<file path="src/rtl/gpio_irq_pkg.sv">
package gpio_irq_pkg;
    localparam int CFG_W = 4;

    // Bit 0 trigger, bit 1 polarity, bit 2 raw enable, bit 3 forward enable
    typedef struct packed {
        logic fwd_en;
        logic raw_en;
        logic pol;
        logic trig;   // 0 level, 1 edge
    } pin_cfg_t;
endpackage

</file>
<file path="src/rtl/gpio_irq_sync.sv">
module gpio_irq_sync #(
    parameter int WIDTH = 8
) (
    input  logic             clk,
    input  logic             rst_n,
    input  logic [WIDTH-1:0] d_i,
    output logic [WIDTH-1:0] q_o
);
    typedef struct packed {
        logic [WIDTH-1:0] s1;
        logic [WIDTH-1:0] s2;
    } sync_t;

    sync_t st_d, st_q;

    always_comb begin
        st_d    = st_q;
        st_d.s1 = d_i;
        st_d.s2 = st_q.s1;
    end

    always_ff @(posedge clk or negedge rst_n) begin
        if (!rst_n) st_q <= '0;
        else        st_q <= st_d;
    end

    assign q_o = st_q.s2;

    assert_sync_pipe_R3: assert property (@(posedge clk) disable iff (!rst_n)
        1'b1 |=> (st_q.s2 == $past(st_q.s1)));
endmodule

</file>
<file path="src/rtl/gpio_irq_pin.sv">
module gpio_irq_pin
    import gpio_irq_pkg::*;
(
    input  logic     clk,
    input  logic     rst_n,
    input  logic     pin_s,
    input  pin_cfg_t cfg,
    input  logic     ack,
    output logic     status_o,
    output logic     fwd_o
);
    typedef struct packed {
        logic prev;
        logic status;
    } pin_st_t;

    pin_st_t st_d, st_q;
    logic    lvl_act, edge_ev, cond, set_ev;

    always_comb begin
        lvl_act = pin_s ^ cfg.pol;
        edge_ev = cfg.pol ? (!pin_s && st_q.prev) : (pin_s && !st_q.prev);
        cond    = cfg.trig ? edge_ev : lvl_act;
        set_ev  = cfg.raw_en && cond;

        st_d        = st_q;
        st_d.prev   = pin_s;  // tracks regardless of raw enable
        st_d.status = set_ev || (st_q.status && !ack);
    end

    always_ff @(posedge clk or negedge rst_n) begin
        if (!rst_n) st_q <= '0;
        else        st_q <= st_d;
    end

    assign status_o = st_q.status;
    assign fwd_o    = st_q.status && cfg.fwd_en;

    assert_no_set_raw_off_R7: assert property (@(posedge clk) disable iff (!rst_n)
        (!cfg.raw_en && !st_q.status) |=> !st_q.status);
    assert_hold_until_ack_R7: assert property (@(posedge clk) disable iff (!rst_n)
        (st_q.status && !ack) |=> st_q.status);
    assert_ack_clears_R5: assert property (@(posedge clk) disable iff (!rst_n)
        (st_q.status && ack && !cfg.raw_en) |=> !st_q.status);
    assert_level_relatch_R6: assert property (@(posedge clk) disable iff (!rst_n)
        (!cfg.trig && cfg.raw_en && (pin_s != cfg.pol)) |=> st_q.status);
    assert_edge_no_false_R9: assert property (@(posedge clk) disable iff (!rst_n)
        (cfg.trig && $stable(pin_s) && !st_q.status) |=> !st_q.status);
endmodule

</file>
<file path="src/rtl/gpio_irq_regs.sv">
module gpio_irq_regs
    import gpio_irq_pkg::*;
#(
    parameter int N_PINS = 8,
    parameter int ADDR_W = 4,
    parameter int REG_W  = 8
) (
    input  logic              clk,
    input  logic              rst_n,
    input  logic              reg_we,
    input  logic [ADDR_W-1:0] reg_addr,
    input  logic [REG_W-1:0]  reg_wdata,
    input  logic [N_PINS-1:0] status_i,
    output pin_cfg_t          cfg_o [N_PINS],
    output logic [N_PINS-1:0] ack_o,
    output logic [REG_W-1:0]  reg_rdata
);
    localparam logic [ADDR_W-1:0] STAT_ADDR = ADDR_W'(N_PINS);

    typedef struct packed {
        pin_cfg_t [N_PINS-1:0] cfg;
    } regs_t;

    regs_t st_d, st_q;

    always_comb begin
        st_d = st_q;
        for (int p = 0; p < N_PINS; p++) begin
            if (reg_we && reg_addr == ADDR_W'(p))
                st_d.cfg[p] = pin_cfg_t'(reg_wdata[CFG_W-1:0]);
        end
    end

    always_ff @(posedge clk or negedge rst_n) begin
        if (!rst_n) st_q <= '0;
        else        st_q <= st_d;
    end

    always_comb begin
        ack_o = (reg_we && reg_addr == STAT_ADDR) ? reg_wdata[N_PINS-1:0] : '0;
    end

    always_comb begin
        reg_rdata = '0;
        for (int p = 0; p < N_PINS; p++) begin
            if (reg_addr == ADDR_W'(p))
                reg_rdata = REG_W'(st_q.cfg[p]);
        end
        if (reg_addr == STAT_ADDR)
            reg_rdata = REG_W'(status_i);
    end

    for (genvar g = 0; g < N_PINS; g++) begin : g_cfg
        assign cfg_o[g] = st_q.cfg[g];
    end

    assert_cfg_write_R2: assert property (@(posedge clk) disable iff (!rst_n)
        (reg_we && reg_addr == 0) |=> (st_q.cfg[0] == $past(reg_wdata[CFG_W-1:0])));
endmodule

</file>
<file path="src/rtl/gpio_irq_latch.sv">
module gpio_irq_latch
    import gpio_irq_pkg::*;
#(
    parameter int N_PINS = 8,
    localparam int ADDR_W = $clog2(N_PINS + 1),
    localparam int REG_W  = (N_PINS > CFG_W) ? N_PINS : CFG_W
) (
    input  logic              clk,
    input  logic              rst_n,
    input  logic [N_PINS-1:0] pins_i,
    input  logic              reg_we,
    input  logic [ADDR_W-1:0] reg_addr,
    input  logic [REG_W-1:0]  reg_wdata,
    output logic [REG_W-1:0]  reg_rdata,
    output logic              irq_o
);
    typedef struct packed {
        logic summary;
    } top_st_t;

    top_st_t           st_d, st_q;
    logic [N_PINS-1:0] pins_s, status, ack, fwd;
    pin_cfg_t          cfg [N_PINS];

    gpio_irq_sync #(.WIDTH(N_PINS)) sync_i (
        .clk(clk), .rst_n(rst_n), .d_i(pins_i), .q_o(pins_s)
    );

    gpio_irq_regs #(.N_PINS(N_PINS), .ADDR_W(ADDR_W), .REG_W(REG_W)) regs_i (
        .clk(clk), .rst_n(rst_n), .reg_we(reg_we), .reg_addr(reg_addr),
        .reg_wdata(reg_wdata), .status_i(status), .cfg_o(cfg), .ack_o(ack),
        .reg_rdata(reg_rdata)
    );

    for (genvar g = 0; g < N_PINS; g++) begin : g_pin
        gpio_irq_pin pin_i (
            .clk(clk), .rst_n(rst_n), .pin_s(pins_s[g]), .cfg(cfg[g]),
            .ack(ack[g]), .status_o(status[g]), .fwd_o(fwd[g])
        );
    end

    always_comb begin
        st_d         = st_q;
        st_d.summary = |fwd;
    end

    always_ff @(posedge clk or negedge rst_n) begin
        if (!rst_n) st_q <= '0;
        else        st_q <= st_d;
    end

    assign irq_o = st_q.summary;

    assert_summary_rise_R10: assert property (@(posedge clk) disable iff (!rst_n)
        (|(status & fwd)) |=> irq_o);
    assert_summary_fall_R10: assert property (@(posedge clk) disable iff (!rst_n)
        (status == '0) |=> !irq_o);
endmodule

</file>
<file path="config.mk">
export PLATFORM = sky130hd
export DESIGN_NAME = gpio_irq_latch
export DESIGN_NICKNAME = d
export VERILOG_FILES = /design/src/rtl/gpio_irq_pkg.sv /design/src/rtl/gpio_irq_sync.sv /design/src/rtl/gpio_irq_pin.sv /design/src/rtl/gpio_irq_regs.sv /design/src/rtl/gpio_irq_latch.sv
export SDC_FILE = /design/constraint.sdc
export NUM_CORES = 1
export LEC_CHECK = 0
export CORE_UTILIZATION = 35
export CTS_BUF_LIST = sky130_fd_sc_hd__clkbuf_4 sky130_fd_sc_hd__clkbuf_8 sky130_fd_sc_hd__clkbuf_16
export CTS_CLUSTER_SIZE = 24
export DETAILED_ROUTE_END_ITERATION = 7
export GPL_TIMING_DRIVEN = 0
export PLACE_DENSITY_LB_ADDON = 0.08
export SYNTH_ARGS = -nofsm -noshare
export SYNTH_HDL_FRONTEND = slang
export SYNTH_SLANG_ARGS = --single-unit
export TNS_END_PERCENT = 50
</file>
<file path="constraint.sdc">
create_clock -name clk -period 1.6 [get_ports clk]
set_clock_uncertainty 0.05 [all_clocks]
set_input_delay 0.24 -clock clk [delete_from_list [all_inputs] [get_ports clk]]
set_output_delay 0.24 -clock clk [all_outputs]
set_load 0.005 [all_outputs]
</file>
==> impl_summary.txt <==
----------------------------------------------------
[Timing]
  Transition time at the pin with the least slew margin ... 0.8131 ns
  Share of the clock period used by the worst path ... 125.9%
  Worst hold margin ... 0.2759 ns
  Setup tns final ... -1.381 ns
  Slew HR ... 45.79%
  Post-layout minimum cycle time ... 2.014 ns
  Number of hold violations in the final report ... 0
  Final setup viols ... 4
  Worst setup slack after layout ... -0.4140 ns
  Pins over their slew limit ... 0
  Highest achievable clock rate ... 496.5 MHz
  Setup repair after global routing missed its margin ... true

[Route]
  Drt wl/cell ... 16.73 um
  Vias per Instance ... 5.067
  Length of the first detailed-routing pass in iterations ... 4
  Detailed Route Iter0 Violations ... 127
  Number of remaining DRC errors ... 0
  Via count ... 2108
  Antenna viol nets, final ... 0
  DRT Wirelength ... 6958 um

[Placement]
  Final weighted congestion in routability-driven placement ... 0.8290
  Placed Instance Area ... 3367 sq um
  Cell Count Post-Placement ... 385
  Half-perimeter wire length of the detailed placement result ... 4706 um
  Port-buffer cells ... 29

[Setup path]
  Worst setup SP type ... primary input
  Worst path top cell family by delay ... buffers and inverters
  Standard cell with the maximum stage delay on the critical path ... sky130_fd_sc_hd__clkbuf_1
  Crit path cell chain ... buf_6 -> clkbuf_1 -> nand2_1 -> nor2_1 -> o21bai_1 -> a222oi_1 -> buf_2
  Crit path largest cell delay ... 0.40 ns
  Largest fanout on the critical path ... 10
  Endpoint arrival time on the critical path ... 1.72 ns
  Critical path required time ... 1.31 ns
  Endpoint type of the worst setup path ... primary output
  Crit path kind ... primary input to primary output
  Number of buffers and inverters on the critical path ... 3

[Logic synthesis]
  Post-synthesis sequential element count ... 65
  Syn Nets ... 274
  Commonest register cell after synthesis ... sky130_fd_sc_hd__dfrtp_1
  Share of Yosys cell area claimed by the top area cell type ... 55.18%
  Cells taking the most area after synthesis ... sky130_fd_sc_hd__dfrtp_1 55%, sky130_fd_sc_hd__mux2_2 13%, sky130_fd_sc_hd__nand2_1 4.2%
  Share of synthesized registers carrying an async set or reset ... 100.0%
  Cell type contributing the most total cell area after synthesis ... sky130_fd_sc_hd__dfrtp_1
  Number of enable-type register cells in the synthesized netlist ... 0
  Syn avg cell area ... 11.74 sq um
  Gate Count Post-Synth ... 251
  Total of warnings raised by yosys ... 0
  Count of cell types in the netlist ... 38
  Area of the mapped netlist ... 2948 sq um
  Sequential element share of the synthesized area ... 55.18%

[Cells and area]
  # fillers ... 800
  Non-Filler Instances ... 416
  Number of nets in the final layout ... 329
  Area of all placed cells without fillers ... 3692 sq um
  Layout cell share with drive strength beyond 1 ... 29.26%
  Area growth from synthesis to final layout ... 25.25%
  ANT cells ... 0

[GRT]
  Number of antenna violations at the first check in global routing ... 0
  Vias in the first global route ... 2061
  Largest net degree at the start of global routing ... 66
  Sum of overflow across all layers after global routing ... 0
  Global-route wire length before repair ... 11250 um
  Overall Global Routing Usage ... 17.71%

[Run status]
  Failing checks ... negative setup slack
  Result of the run ... finished, violations left

[Die]
  Die extent in x ... 93.78 um
  Y dimension of the die ... 93.78 um
  Die area ... 8794 sq um
  Initial cell density of the core ... 36.06%
  Placeable core region ... 8175 sq um
  Boundary pin count ... 32
  Number of rows created at floorplan ... 33

[CTS]
  CTS H-tree depth ... 3
  Bufs on Longest Clock Path ... 2
  Clock Tree Root ... sky130_fd_sc_hd__clkbuf_8
  Clk pin slew, worst setup/hold paths ... 0.07 ns
  Insertion delay of the later-clocked pin in the worst-skew pair ... 0.34 ns
  Clock sinks ... 65
  Clock buffers created by TritonCTS ... 9
  CTS tree ... built

[Power and ir drop]
  Static leakage ... 1.619 nW
  Peak VDD IR ... 0.4110 mV
  Power density normalized to cell area ... 1189 nW/um^2

[Run]
  Max-Cap Viols ... 0

[Min path]
  Worst Hold Class ... primary input to flip-flop

----------------------------------------------------
[where the power goes]
part | total (W) | switching (W) | internal, W | leakage, nW
logic | 0.000791 | 0.000333 | 0.000458 | 0.759
clock network | 0.00147 | 0.000623 | 0.000844 | 0.105
registers | 0.00213 | 0.000230 | 0.00190 | 0.756
[routing by layer]
layer  share of wire [%]  GRT usage, %  vias up
met1                  49         24.55     1045
li1                    -             -     1009
met4                 1.7         8.077        0
met5                   0             0        -
met2                  45         26.70       44
met3                 3.3         3.398       10
[worst paths after layout]
kind                             startpoint  slack (ns)  depth (start not counted)               end
setup / recovery                reg_addr[1]       -0.41                          7      reg_rdata[1]
hold / removal                    pins_i[6]        0.28                          1    sync_i.st_d[6]
setup reg to reg           regs_i.cfg_o[15]        0.52                          3             irq_o
hold reg to reg              sync_i.st_d[1]        0.30                          0     sync_i.q_o[1]
max in group asynchronous             rst_n        0.48                          2  regs_i.cfg_o[17]
min in group asynchronous             rst_n        0.47                          2     sync_i.q_o[1]
[synth_stat cells (2+ instances only)]
cell type and instances:
sky130_fd_sc_hd__o21bai_1 2, sky130_fd_sc_hd__nor2_1 7, sky130_fd_sc_hd__buf_2 2, sky130_fd_sc_hd__nand2b_1 12
sky130_fd_sc_hd__o22ai_1 10, sky130_fd_sc_hd__a2111oi_0 2, sky130_fd_sc_hd__o22a_1 2, sky130_fd_sc_hd__nor3_1 4
sky130_fd_sc_hd__nor2b_1 10, sky130_fd_sc_hd__nand2_1 33, sky130_fd_sc_hd__nor2_2 2, sky130_fd_sc_hd__a22oi_1 6
sky130_fd_sc_hd__inv_1 4, sky130_fd_sc_hd__a21oi_1 4, sky130_fd_sc_hd__o221ai_1 2, sky130_fd_sc_hd__mux2i_1 4
sky130_fd_sc_hd__a31oi_1 2, sky130_fd_sc_hd__clkbuf_1 2, sky130_fd_sc_hd__and2_1 6, sky130_fd_sc_hd__or2_2 2
sky130_fd_sc_hd__a222oi_1 2, sky130_fd_sc_hd__o21ai_0 6, sky130_fd_sc_hd__dfrtp_1 65, sky130_fd_sc_hd__mux2_2 34
sky130_fd_sc_hd__buf_4 5, sky130_fd_sc_hd__o21a_1 2, sky130_fd_sc_hd__a22o_1 8
[final cells by class]
cell class,count,area (sq um),share of cell area [%]
plain buffers,10,80.08,2.169
well taps,105,131.4,3.558
inverters,4,15.01,0.4066
clock buffers,12,165.2,4.473
multi-input cells,172,1257,34.06
flip-flops and latches,65,1627,44.05
repair buffers,44,366.6,9.929
clock inverters,4,50.05,1.355
[placed cells by master (no fill, tap or decap), types with 6 or more instances in the layout]
master / netlist / routed
sky130_fd_sc_hd__dfrtp_1: 65 / 65
sky130_fd_sc_hd__mux2_2: 34 / 34
sky130_fd_sc_hd__nand2_1: 33 / 33
sky130_fd_sc_hd__buf_4: 5 / 19
sky130_fd_sc_hd__clkdlybuf4s50_1: 0 / 18
sky130_fd_sc_hd__nand2b_1: 12 / 12
sky130_fd_sc_hd__clkbuf_8: 0 / 12
sky130_fd_sc_hd__nor2b_1: 10 / 10
sky130_fd_sc_hd__o22ai_1: 10 / 10
sky130_fd_sc_hd__a22o_1: 8 / 8
sky130_fd_sc_hd__nor2_1: 7 / 7
sky130_fd_sc_hd__a22oi_1: 6 / 6
sky130_fd_sc_hd__and2_1: 6 / 6
sky130_fd_sc_hd__buf_2: 2 / 6
[metrics by stage]
stage	setup WS, ns	util [%]	total power, W
CTS	-0.3932	44.93	0.004419
global placement	-2.023	41.22	0.002882
finish	-0.4140	45.16	0.004390
global route	-0.4493	45.16	0.004635
floorplan	0.08519	-	0.002567
detailed placement	-1.230	41.18	0.002890
[sequential cells by signal (all words and copies together), names as in the netlist]
name and flops:
sync_i.st_d 8, g_pin.pin_i.status_o 8, irq_o 1, regs_i.cfg_o 32, g_pin.pin_i.st_q 8, sync_i.q_o 8
[what timing repair did]
| action | CTS | global route |
|---|---|---|
| endpoints found under the setup margin | 40 | 5 |
| resized for setup | 38 | 4 |
| buffers inserted | 11 | 3 |
| hold buffers | 1 | 0 |
| endpoints found under the hold margin | 65 | 0 |
| pin swaps | 7 | 5 |
[kinds of logic after synthesis]
| logic type | count (synthesis) | synth area share, % |
|---|---|---|
| AOI/OAI and AO/OA | 48 | 11.63 |
| DFF | 65 | 55.18 |
| buffers and inverters | 14 | 2.759 |
| and+or+nand+nor | 86 | 16.09 |
| muxes | 38 | 14.35 |
Power figures use the tool's default switching activity.
